==> src/rtl/sml_pkg.sv <==
package sml_pkg;

    typedef enum logic [1:0] {
        OP_ADD     = 2'b00,
        OP_MUL     = 2'b01,
        OP_DIV     = 2'b10,
        OP_ADD_ALT = 2'b11
    } sml_op_e;

    localparam int SML_MAG_W  = 8;
    localparam int SML_IDX_W  = 5;
    localparam int SML_CORR_W = 5;

endpackage

==> src/rtl/sml_corr_lut.sv <==
module sml_corr_lut #(
    parameter bit OPPOSITE = 1'b0,
    parameter int IDX_W    = 5,
    parameter int CORR_W   = 5
) (
    input  logic [IDX_W-1:0]  idx,
    output logic [CORR_W-1:0] corr
);

    // Entries are 8*ln(1+e^-d) (agreeing signs) or -8*ln(1-e^-d)
    // (differing signs), with d = idx/8, rounded to the nearest code.
    function automatic logic [CORR_W-1:0] same_tab(input int i);
        case (i)
            0:              return CORR_W'(6);
            1, 2:           return CORR_W'(5);
            3, 4:           return CORR_W'(4);
            5, 6, 7, 8:     return CORR_W'(3);
            9, 10, 11, 12:  return CORR_W'(2);
            13, 14, 15, 16, 17, 18, 19, 20, 21: return CORR_W'(1);
            default:        return '0;
        endcase
    endfunction

    function automatic logic [CORR_W-1:0] opp_tab(input int i);
        case (i)
            0:              return '1;
            1:              return CORR_W'(17);
            2:              return CORR_W'(12);
            3:              return CORR_W'(9);
            4:              return CORR_W'(7);
            5:              return CORR_W'(6);
            6:              return CORR_W'(5);
            7, 8:           return CORR_W'(4);
            9, 10:          return CORR_W'(3);
            11, 12, 13, 14: return CORR_W'(2);
            15, 16, 17, 18, 19, 20, 21, 22: return CORR_W'(1);
            default:        return '0;
        endcase
    endfunction

    generate
        if (OPPOSITE) begin : g_opp
            always_comb corr = opp_tab(int'(idx));
        end else begin : g_same
            always_comb corr = same_tab(int'(idx));
        end
    endgenerate

endmodule

==> src/rtl/sml_add.sv <==
module sml_add #(
    parameter int MAG_W  = 8,
    parameter int IDX_W  = 5,
    parameter int CORR_W = 5
) (
    input  logic             xs,
    input  logic [MAG_W-1:0] xm,
    input  logic             ys,
    input  logic [MAG_W-1:0] ym,
    output logic             zs,
    output logic [MAG_W-1:0] zm
);

    localparam int               DEPTH   = 1 << IDX_W;
    localparam logic [MAG_W-1:0] MAG_MAX = '1;

    logic              pick_x;
    logic [MAG_W-1:0]  base;
    logic [MAG_W-1:0]  delta;
    logic [IDX_W-1:0]  idx;
    logic [CORR_W-1:0] c_same;
    logic [CORR_W-1:0] c_opp;
    logic [MAG_W:0]    grown;

    always_comb begin
        pick_x = (ym > xm);
        base   = pick_x ? xm : ym;
        zs     = pick_x ? xs : ys;
        delta  = pick_x ? (ym - xm) : (xm - ym);
        idx    = (delta > MAG_W'(DEPTH - 1)) ? IDX_W'(DEPTH - 1) : delta[IDX_W-1:0];
    end

    sml_corr_lut #(.OPPOSITE(1'b0), .IDX_W(IDX_W), .CORR_W(CORR_W)) u_lut_same (
        .idx  (idx),
        .corr (c_same)
    );

    sml_corr_lut #(.OPPOSITE(1'b1), .IDX_W(IDX_W), .CORR_W(CORR_W)) u_lut_opp (
        .idx  (idx),
        .corr (c_opp)
    );

    always_comb begin
        grown = {1'b0, base} + (MAG_W + 1)'(c_opp);
        if (xs == ys) begin
            zm = (base > MAG_W'(c_same)) ? (base - MAG_W'(c_same)) : '0;
        end else if (delta == '0) begin
            zm = MAG_MAX;
        end else if (grown[MAG_W]) begin
            zm = MAG_MAX;
        end else begin
            zm = grown[MAG_W-1:0];
        end
    end

endmodule

==> src/rtl/sml_muldiv.sv <==
module sml_muldiv #(
    parameter int MAG_W = 8
) (
    input  logic             is_div,
    input  logic             xs,
    input  logic [MAG_W-1:0] xm,
    input  logic             ys,
    input  logic [MAG_W-1:0] ym,
    output logic             zs,
    output logic [MAG_W-1:0] zm
);

    localparam logic [MAG_W-1:0] MAG_MAX = '1;

    logic [MAG_W:0] sum;
    logic [MAG_W:0] diff;

    always_comb begin
        zs   = xs ^ ys;
        sum  = {1'b0, xm} + {1'b0, ym};
        diff = {1'b0, xm} - {1'b0, ym};
        if (is_div) begin
            zm = diff[MAG_W] ? '0 : diff[MAG_W-1:0];
        end else begin
            zm = sum[MAG_W] ? MAG_MAX : sum[MAG_W-1:0];
        end
    end

endmodule

==> src/rtl/sml_alu.sv <==
module sml_alu
    import sml_pkg::*;
#(
    parameter int MAG_W  = SML_MAG_W,
    parameter int IDX_W  = SML_IDX_W,
    parameter int CORR_W = SML_CORR_W
) (
    input  logic             clk,
    input  logic             rst_n,
    input  logic             in_valid,
    input  logic [1:0]       op,
    input  logic             x_sign,
    input  logic [MAG_W-1:0] x_mag,
    input  logic             y_sign,
    input  logic [MAG_W-1:0] y_mag,
    output logic             out_valid,
    output logic             z_sign,
    output logic [MAG_W-1:0] z_mag
);

    sml_op_e          op_e;
    logic             add_s;
    logic [MAG_W-1:0] add_m;
    logic             md_s;
    logic [MAG_W-1:0] md_m;
    logic             nxt_s;
    logic [MAG_W-1:0] nxt_m;

    assign op_e = sml_op_e'(op);

    sml_add #(.MAG_W(MAG_W), .IDX_W(IDX_W), .CORR_W(CORR_W)) u_add (
        .xs (x_sign),
        .xm (x_mag),
        .ys (y_sign),
        .ym (y_mag),
        .zs (add_s),
        .zm (add_m)
    );

    sml_muldiv #(.MAG_W(MAG_W)) u_muldiv (
        .is_div (op_e == OP_DIV),
        .xs     (x_sign),
        .xm     (x_mag),
        .ys     (y_sign),
        .ym     (y_mag),
        .zs     (md_s),
        .zm     (md_m)
    );

    always_comb begin
        unique case (op_e)
            OP_ADD, OP_ADD_ALT: begin
                nxt_s = add_s;
                nxt_m = add_m;
            end
            OP_MUL, OP_DIV: begin
                nxt_s = md_s;
                nxt_m = md_m;
            end
        endcase
    end

    always_ff @(posedge clk or negedge rst_n) begin
        if (!rst_n) begin
            out_valid <= 1'b0;
            z_sign    <= 1'b0;
            z_mag     <= '1;
        end else begin
            out_valid <= in_valid;
            if (in_valid) begin
                z_sign <= nxt_s;
                z_mag  <= nxt_m;
            end
        end
    end

endmodule

==> config.mk <==
export PLATFORM = sky130hd
export DESIGN_NAME = sml_alu
export DESIGN_NICKNAME = d
export VERILOG_FILES = /design/src/rtl/sml_pkg.sv /design/src/rtl/sml_corr_lut.sv /design/src/rtl/sml_add.sv /design/src/rtl/sml_muldiv.sv /design/src/rtl/sml_alu.sv
export SDC_FILE = /design/constraint.sdc
export NUM_CORES = 1
export LEC_CHECK = 0
export BUFFER_PORTS_ARGS = -buffer_cell sky130_fd_sc_hd__buf_2
export CAP_MARGIN = 20
export CELL_PAD_IN_SITES_DETAIL_PLACEMENT = 0
export CELL_PAD_IN_SITES_GLOBAL_PLACEMENT = 2
export CORE_UTILIZATION = 35
export CTS_CLUSTER_SIZE = 16
export DETAILED_ROUTE_END_ITERATION = 6
export GPL_TIMING_DRIVEN = 0
export HOLD_SLACK_MARGIN = 0.1
export PLACE_DENSITY = 0.84
export SETUP_SLACK_MARGIN = 0.4
export SYNTH_ARGS = -nofsm -noshare
export SYNTH_HDL_FRONTEND = slang
export SYNTH_SLANG_ARGS = --single-unit
==> constraint.sdc <==
create_clock -name clk -period 2.2 [get_ports clk]
set_input_delay 0.11 -clock clk [delete_from_list [all_inputs] [get_ports clk]]
set_output_delay 0.11 -clock clk [all_outputs]
set_load 0.01 [all_outputs]
==> results of run 1 <==
-- layout by cell type, fill, tap and decap left out, types with 4 or more instances in the layout --
master	instances
sky130_fd_sc_hd__dfstp_2	8
sky130_fd_sc_hd__buf_2	25
sky130_fd_sc_hd__inv_1	22
sky130_fd_sc_hd__nand3_1	13
sky130_fd_sc_hd__ha_1	27
sky130_fd_sc_hd__a21o_1	10
sky130_fd_sc_hd__ha_4	10
sky130_fd_sc_hd__o21ai_2	5
sky130_fd_sc_hd__buf_8	4
sky130_fd_sc_hd__buf_4	35
sky130_fd_sc_hd__o21ai_0	17
sky130_fd_sc_hd__a211oi_1	4
sky130_fd_sc_hd__clkbuf_1	4
sky130_fd_sc_hd__nand2_1	28
sky130_fd_sc_hd__nor2_1	27
sky130_fd_sc_hd__o21bai_1	5
sky130_fd_sc_hd__inv_2	9
sky130_fd_sc_hd__xor2_1	4
sky130_fd_sc_hd__nor3_1	8
sky130_fd_sc_hd__mux2_2	5
sky130_fd_sc_hd__nand4_1	6
sky130_fd_sc_hd__clkbuf_4	4
sky130_fd_sc_hd__mux2i_1	6
sky130_fd_sc_hd__nand2b_1	4
sky130_fd_sc_hd__buf_6	7
sky130_fd_sc_hd__a21oi_4	4
sky130_fd_sc_hd__xnor2_1	11
sky130_fd_sc_hd__a21oi_1	28
sky130_fd_sc_hd__a21oi_2	11
sky130_fd_sc_hd__o21a_1	7
-- layer usage --
layer	vias up	part of all wire
met1	1481	0.46
met2	74	0.49
met3	12	0.028
met4	0	0.016
li1	1496	-
met5	-	0
-- power by group through the flow --
| stage | Combinational [uW] | Clock [uW] | Sequential (uW) |
|---|---|---|---|
| after floorplan | 768 | 0 | 290 |
| after global placement | 1090 | 0 | 269 |
| after detailed placement | 1090 | 0 | 270 |
| after CTS | 1230 | 202 | 268 |
| after global routing | 1490 | 214 | 272 |
| final | 1370 | 196 | 268 |
-- worst reg2reg max path, stage by stage, from the launching register on --
cell                      delay, ns
sky130_fd_sc_hd__dfstp_2       0.53
sky130_fd_sc_hd__nor2_1        0.04
sky130_fd_sc_hd__a221o_1       0.26
sky130_fd_sc_hd__a31oi_1       0.16
-- kinds of logic after synthesis --
logic type / Yosys count / share of synthesized area
AND/OR/NAND/NOR: 106 / 0.177
XOR/XNOR: 19 / 0.0649
multiplexers: 15 / 0.0653
adder cells (fa/ha/maj): 45 / 0.215
AO/OA/AOI/OAI: 131 / 0.319
buffers and inverters: 46 / 0.0658
flip-flops: 10 / 0.0931
-- area by class of cell --
| cell class | count | area [um2] | area share |
|---|---|---|---|
| inverter | 34 | 145 | 0.0370 |
| timing repair buffer | 70 | 498 | 0.127 |
| multi-input combinational | 316 | 2750 | 0.700 |
| buffer | 12 | 100 | 0.0255 |
| sequential | 10 | 260 | 0.0663 |
| tap | 102 | 128 | 0.0325 |
| clock buffer | 4 | 45.0 | 0.0115 |
-- state kept, by name (all words and copies together), names as in the netlist --
register	count
z_mag	8
out_valid	1
z_sign	1
-- final timing paths --
check | start | end | slack (ns) | cells after the start
max in group asynchronous | rst_n | z_mag[0] | 1.67 | 2
worst max register to register | z_mag[2] | z_mag[2] | 1.13 | 3
worst min-delay path | rst_n | z_sign | 0.27 | 2
worst max-delay path | y_mag[0] | z_mag[6] | -2.28 | 27
worst min register to register | z_mag[7] | z_mag[7] | 0.51 | 2
min in group clk | y_mag[0] | z_mag[0] | 0.27 | 3
-- repair_timing --
item / 4_1_cts / 5_1_grt
buffers inserted: 21 / 14
pin swaps: 29 / 21
endpoints found under the hold margin: 11 / 0
hold buffers: 2 / 0
gates resized for setup: 47 / 46
endpoints found under the setup margin: 9 / 9
-- metrics by stage --
| step | hold slack [ns] | TNS, ns |
|---|---|---|
| finish | 0.268 | -17.76 |
| global route | 0.291 | -19.05 |
| CTS | 0.269 | -17.40 |
| detailed placement | -0.0160 | -26.83 |
| global placement | -0.0221 | -26.56 |
| floorplan | -0.186 | -18.77 |
==> impl_summary.log, run 1 <==
INFO  metric synth.avg_cell_area = 7.52 um2
INFO  metric synth_ff_type = sky130_fd_sc_hd__dfstp_2
INFO  metric max_clk_rate = 223 MHz
INFO  metric violations = negative setup slack
INFO  metric tritoncts_clock_tree = yes
INFO  metric synth_common_cells = sky130_fd_sc_hd__a21oi_1 (40), sky130_fd_sc_hd__ha_1 (40), sky130_fd_sc_hd__inv_1 (34), sky130_fd_sc_hd__nand2_1 (31), sky130_fd_sc_hd__nor2_1 (29)
INFO  metric synth_area = 2800 um2
INFO  metric num_vias = 3063
INFO  metric fp.dieW = 91.4 um
INFO  metric p_per_area = 468 nW/um2
INFO  metric first_drt_iteration_drcs = 128
INFO  metric yosysWarningCount = 0
INFO  metric startpoint_type = input port
INFO  metric fin_area = 3920 um2
INFO  metric coreArea = 7730 um2
INFO  metric path_delay_family = compound AO/OA/AOI/OAI gates
INFO  metric power.share.switching = 0.465
INFO  metric clock-sinks = 10
INFO  metric outcome = complete, but fails checks
INFO  metric global_route.overflow_total = 0
INFO  metric critPathMaxStageDelay = 0.35 ns
INFO  metric dpl_worst_slack = -3.42 ns
INFO  metric crit_share_post_route = 2.03
INFO  metric peak_fanout_along_the_critical_path = 5
INFO  metric synth_top_area_share = 0.179
INFO  metric synthDistinctLibCells = 62
INFO  metric arrival = 4.63 ns
INFO  metric cts-htree-levels = 1
INFO  metric cap_violations = 0
INFO  metric routed_wire_length_per_instance = 17.1 um
INFO  metric setup_ws = -2.28 ns
INFO  metric cts_root_buf = sky130_fd_sc_hd__clkbuf_8
INFO  metric worstPathBufferInverterCount = 4
INFO  metric worstPathRequired = 2.36 ns
INFO  metric hold_vio_cnt_final = 0
INFO  metric number_of_setup_violations_in_the_final_report = 8
INFO  metric pwr-share-seq = 0.146
INFO  metric synth_enable_flop_cells = 0
INFO  metric postSynthRegisterBits = 10
INFO  metric share_clk_of_total_power = 0.107
INFO  metric clock_path_buffers = 2
INFO  metric layout-area-overhead-vs-synth = 40.3%
INFO  metric synth_top_cells_by_area = sky130_fd_sc_hd__ha_1 (18%), sky130_fd_sc_hd__dfstp_2 (7.5%), sky130_fd_sc_hd__a21oi_1 (7.2%)
INFO  metric fill_cells = 772
INFO  metric routabilityCongestion = 0.831
INFO  metric antenna_cells_inserted = 0
INFO  metric post_route_cells_drive_above_1_share = 0.395
INFO  metric synth_fp_nets = 440
INFO  metric class_of_the_most_critical_setup_path = input port to flop
INFO  metric synth_sequential_area_ratio = 0.0931
INFO  metric design.die.area = 8350 um2
INFO  metric cts_inserted_buffers = 3
INFO  metric placedInstanceArea = 3200 um2
INFO  metric crit_path_end_kind = flop
INFO  metric ios = 33
INFO  metric initial_utilization = 0.362
INFO  metric antenna_found_initial = 0
INFO  metric hold_class = input port to async pin
INFO  metric rows = 32
INFO  metric groute.layer.met2.usage = 0.392
INFO  metric grt_pass1_wl = 15.0 mm
INFO  metric post_drt_via_cell_ratio = 5.59
INFO  metric post_synth_inst_count = 372
INFO  metric die-height = 91.4 um
INFO  metric rsz0062_at_grt = yes
INFO  metric totalWireLength = 9.36 mm
INFO  metric asyncSetResetFlopFracSynth = 1.00
INFO  metric leakage = 0.00167 uW
INFO  metric p_comb_frac = 0.748
INFO  metric place_hpwl = 7.20 mm
INFO  metric remaining_drc_errors = 0
INFO  metric timing.critical_path.slowest_stage_cell = sky130_fd_sc_hd__fa_2
INFO  metric pins_over_slew_limit = 0
INFO  metric timing.max_slew.rel_slack = 0.448
INFO  metric clock_latency = 0.23 ns
INFO  metric psw = 853 uW
INFO  metric number_of_global_route_vias_before_repair = 2913
INFO  metric non_filler_cells_final = 548
INFO  metric finish.utilization = 0.508
INFO  metric clk_pin_slew = 0.05 ns
INFO  metric place.port_buffers = 32
INFO  metric grt_util_all_layers = 0.225
INFO  metric final_net_count = 515
INFO  metric worst_pin_slew = 0.823 ns
INFO  metric drt_pass1_iterations = 4
INFO  metric power.internal = 982 uW
INFO  metric final_antenna_net_count = 0
INFO  metric numPlacedInstances = 506
INFO  metric post-layout-total-power = 1840 uW
INFO  metric grt_most_used_layer = met2
INFO  metric met3_grt_util = 0.0168
INFO  metric timing.final.crit_period = 4.48 ns
INFO  metric power.ir.vdd_worst = 235 uV
INFO  metric synth_largest_area_cell = sky130_fd_sc_hd__ha_1
INFO  metric grt_util_met1 = 0.309
INFO  metric fin_worst_skew = 0 ns
INFO  metric grt_start_max_net_pins = 11
No activity file was read; power rests on OpenSTA's default activity.
==> inputs of run 2 (changes only) <==
- TNS_END_PERCENT: default -> 20
==> impl_summary.log, run 2 (synthesis results as in run 1) <==
INFO  metric timing.final.crit_period = 4.50 ns (+0.0252 ns)
INFO  metric met3_grt_util = 0.0218 (+0.00503)
INFO  metric grt_util_all_layers = 0.224 (-0.00106)
INFO  metric number_of_setup_violations_in_the_final_report = 9 (+1)
INFO  metric groute.layer.met2.usage = 0.392 (+0.000627)
INFO  metric die-height = 91.4 um (unchanged)
INFO  metric cts-htree-levels = 1 (unchanged)
INFO  metric layout_top_registers = z_mag: 8 flops, out_valid: 1 flops, z_sign: 1 flops
INFO  metric initial_utilization = 0.362 (unchanged)
INFO  metric cap_violations = 0 (unchanged)
INFO  metric rsz0062_at_grt = yes
INFO  metric violations = negative setup slack
INFO  metric place_hpwl = 7.23 mm (+0.48%)
INFO  metric max_clk_rate = 222 MHz (-0.56%)
INFO  metric number_of_global_route_vias_before_repair = 2895 (-0.62%)
INFO  metric totalWireLength = 9.10 mm (-2.8%)
INFO  metric rr_startpoint = z_mag[2]
INFO  metric final_antenna_net_count = 0 (unchanged)
INFO  metric leakage = 0.00156 uW (-7.0%)
INFO  metric timing.max_slew.rel_slack = 0.501 (+0.0536)
INFO  metric startpoint_type = input port
INFO  metric setup_ws = -2.30 ns (-0.0252 ns)
INFO  metric class_of_the_most_critical_setup_path = input port to flop
INFO  metric clock_path_buffers = 2 (unchanged)
INFO  metric routed_wire_length_per_instance = 17.3 um (+1.3%)
INFO  metric cts_root_buf = sky130_fd_sc_hd__clkbuf_8
INFO  metric rows = 32 (unchanged)
INFO  metric finish.utilization = 0.466 (-0.0423)
INFO  metric ios = 33 (unchanged)
INFO  metric grt_start_max_net_pins = 11 (unchanged)
INFO  metric peak_fanout_along_the_critical_path = 10 (+5)
INFO  metric crit_start = y_mag[0]
INFO  metric tritoncts_clock_tree = yes
INFO  metric cp_common_cell = sky130_fd_sc_hd__o21a_1
INFO  metric outcome = complete, but fails checks
INFO  metric cts_inserted_buffers = 3 (unchanged)
INFO  metric hold_class = input port to flop
INFO  metric clk_pin_slew = 0.05 ns (about the same)
INFO  metric arrival = 4.65 ns (+0.02 ns)
INFO  metric critPathMaxStageDelay = 0.37 ns (+0.02 ns)
INFO  metric max_reg_flops = 8 (unchanged)
INFO  metric hold_startpoint = y_mag[0]
INFO  metric hold_vio_cnt_final = 0 (unchanged)
INFO  metric pins_over_slew_limit = 0 (unchanged)
INFO  metric place.port_buffers = 32 (unchanged)
INFO  metric commonest_cells_after_routing_fill_and_taps_aside = sky130_fd_sc_hd__a21oi_1 (33), sky130_fd_sc_hd__ha_1 (31), sky130_fd_sc_hd__buf_2 (29), sky130_fd_sc_hd__nand2_1 (29)
INFO  metric final_net_count = 493 (-4.3%)
INFO  metric grt_most_used_layer = met2
INFO  metric global_route.overflow_total = 0 (unchanged)
INFO  metric drt_pass1_iterations = 4 (unchanged)
INFO  metric coreArea = 7730 um2 (unchanged)
INFO  metric dpl_worst_slack = -3.43 ns (-0.00949 ns)
INFO  metric clock_latency = 0.24 ns (about the same)
INFO  metric worst_pin_slew = 0.743 ns (-0.0798 ns)
INFO  metric fp.dieW = 91.4 um (unchanged)
INFO  metric routabilityCongestion = 0.842 (+1.3%)
INFO  metric power.ir.vdd_worst = 204 uV (-13%)
INFO  metric antenna_cells_inserted = 0 (unchanged)
INFO  metric crit_share_post_route = 2.05 (+0.0115)
INFO  metric grt_pass1_wl = 14.8 mm (-1.4%)
INFO  metric crit_path_end_kind = flop
INFO  metric clock-sinks = 10 (unchanged)
INFO  metric worstPathRequired = 2.35 ns (about the same)
INFO  metric post_drt_via_cell_ratio = 5.52 (-1.2%)
INFO  metric first_drt_iteration_drcs = 158 (+23%)
INFO  metric timing.critical_path.slowest_stage_cell = sky130_fd_sc_hd__fa_2
INFO  metric fin_worst_skew = 0 ns (unchanged)
INFO  metric design.die.area = 8350 um2 (unchanged)
INFO  metric num_vias = 2904 (-5.2%)
INFO  metric regMostFlops = z_mag
INFO  metric layout-area-overhead-vs-synth = 28.6%
INFO  metric antenna_found_initial = 0 (unchanged)
INFO  metric p_per_area = 484 nW/um2 (+3.4%)
INFO  metric post_route_cells_drive_above_1_share = 0.314 (-0.0809)
INFO  metric grt_util_met1 = 0.293 (-0.0157)
INFO  metric remaining_drc_errors = 0 (unchanged)
INFO  metric layout_commonest_cell = sky130_fd_sc_hd__a21oi_1
run 2: changes by cell type in the layout (fill, tap and decap cells not counted), sizes merged:
| cell | before | now |
|---|---|---|
| buf | 71 | 51 |
| clkbuf | 13 | 11 |
run 2: critical path, delay by kind of cell:
| kind | cells | cell delay, ns |
|---|---|---|
| compound gates | 9 | 1.48 |
| fa+ha+maj | 5 | 1.28 |
| buf+inv | 7 | 0.86 |
| mux | 2 | 0.44 |
| simple gates | 4 | 0.47 |
run 2: where the power goes:
group          internal (uW)  leakage (uW)  switching, uW  total, uW
logic                    514       0.00142            724       1240
registers                249      0.000107           20.9        269
clock network            158     0.0000288           74.8        232
run 2: final timing paths:
kind / endpoint / slack [ns] / depth (start not counted)
setup / recovery: z_mag[7] / -2.30 / 27
hold / removal: z_mag[0] / 0.24 / 3
setup reg to reg: z_mag[2] / 1.14 / 3
hold reg to reg: z_sign / 0.51 / 1
max in group asynchronous: z_mag[6] / 1.69 / 2
min in group asynchronous: z_sign / 0.26 / 2
run 2: routing by layer:
layer | part of all wire | up-vias
met3 | 0.036 | 14
met5 | 0 | -
li1 | - | 1441
met4 | 0.017 | 0
met2 | 0.49 | 57
met1 | 0.46 | 1392
run 2: per-stage QoR:
step                hold WS [ns]  power (uW)  instance area [um2]  TNS, ns  instances
finish                     0.242        1740                 3600   -18.26        526
global route               0.251        1880                 3600   -20.26        526
detailed placement       -0.0153        1340                 3140   -27.15        506
global placement         -0.0226        1340                 3140   -27.26        506
CTS                        0.240        1710                 3540   -17.63        524
floorplan                 -0.186        1040                 2860   -19.34        372
run 2: cell type report:
type                    instances  area (um2)
fillers                       818        4130
multi-input cells             316        2620
repair buffers                 48         310
flip-flops and latches         10         260
inverters                      34         148
well taps                     102         128
plain buffers                  12        81.3
clock buffers                   4        55.1
run 2: repair_timing:
| action | 4_1_cts | 5_1_grt |
|---|---|---|
| endpoints found under the setup margin | 9 | 9 |
| hold buffers | 2 | 0 |
| pin swaps | 32 | 2 |
| setup buffers | 12 | 1 |
| resized for setup | 59 | 10 |
| hold endpoints to repair | 11 | 0 |
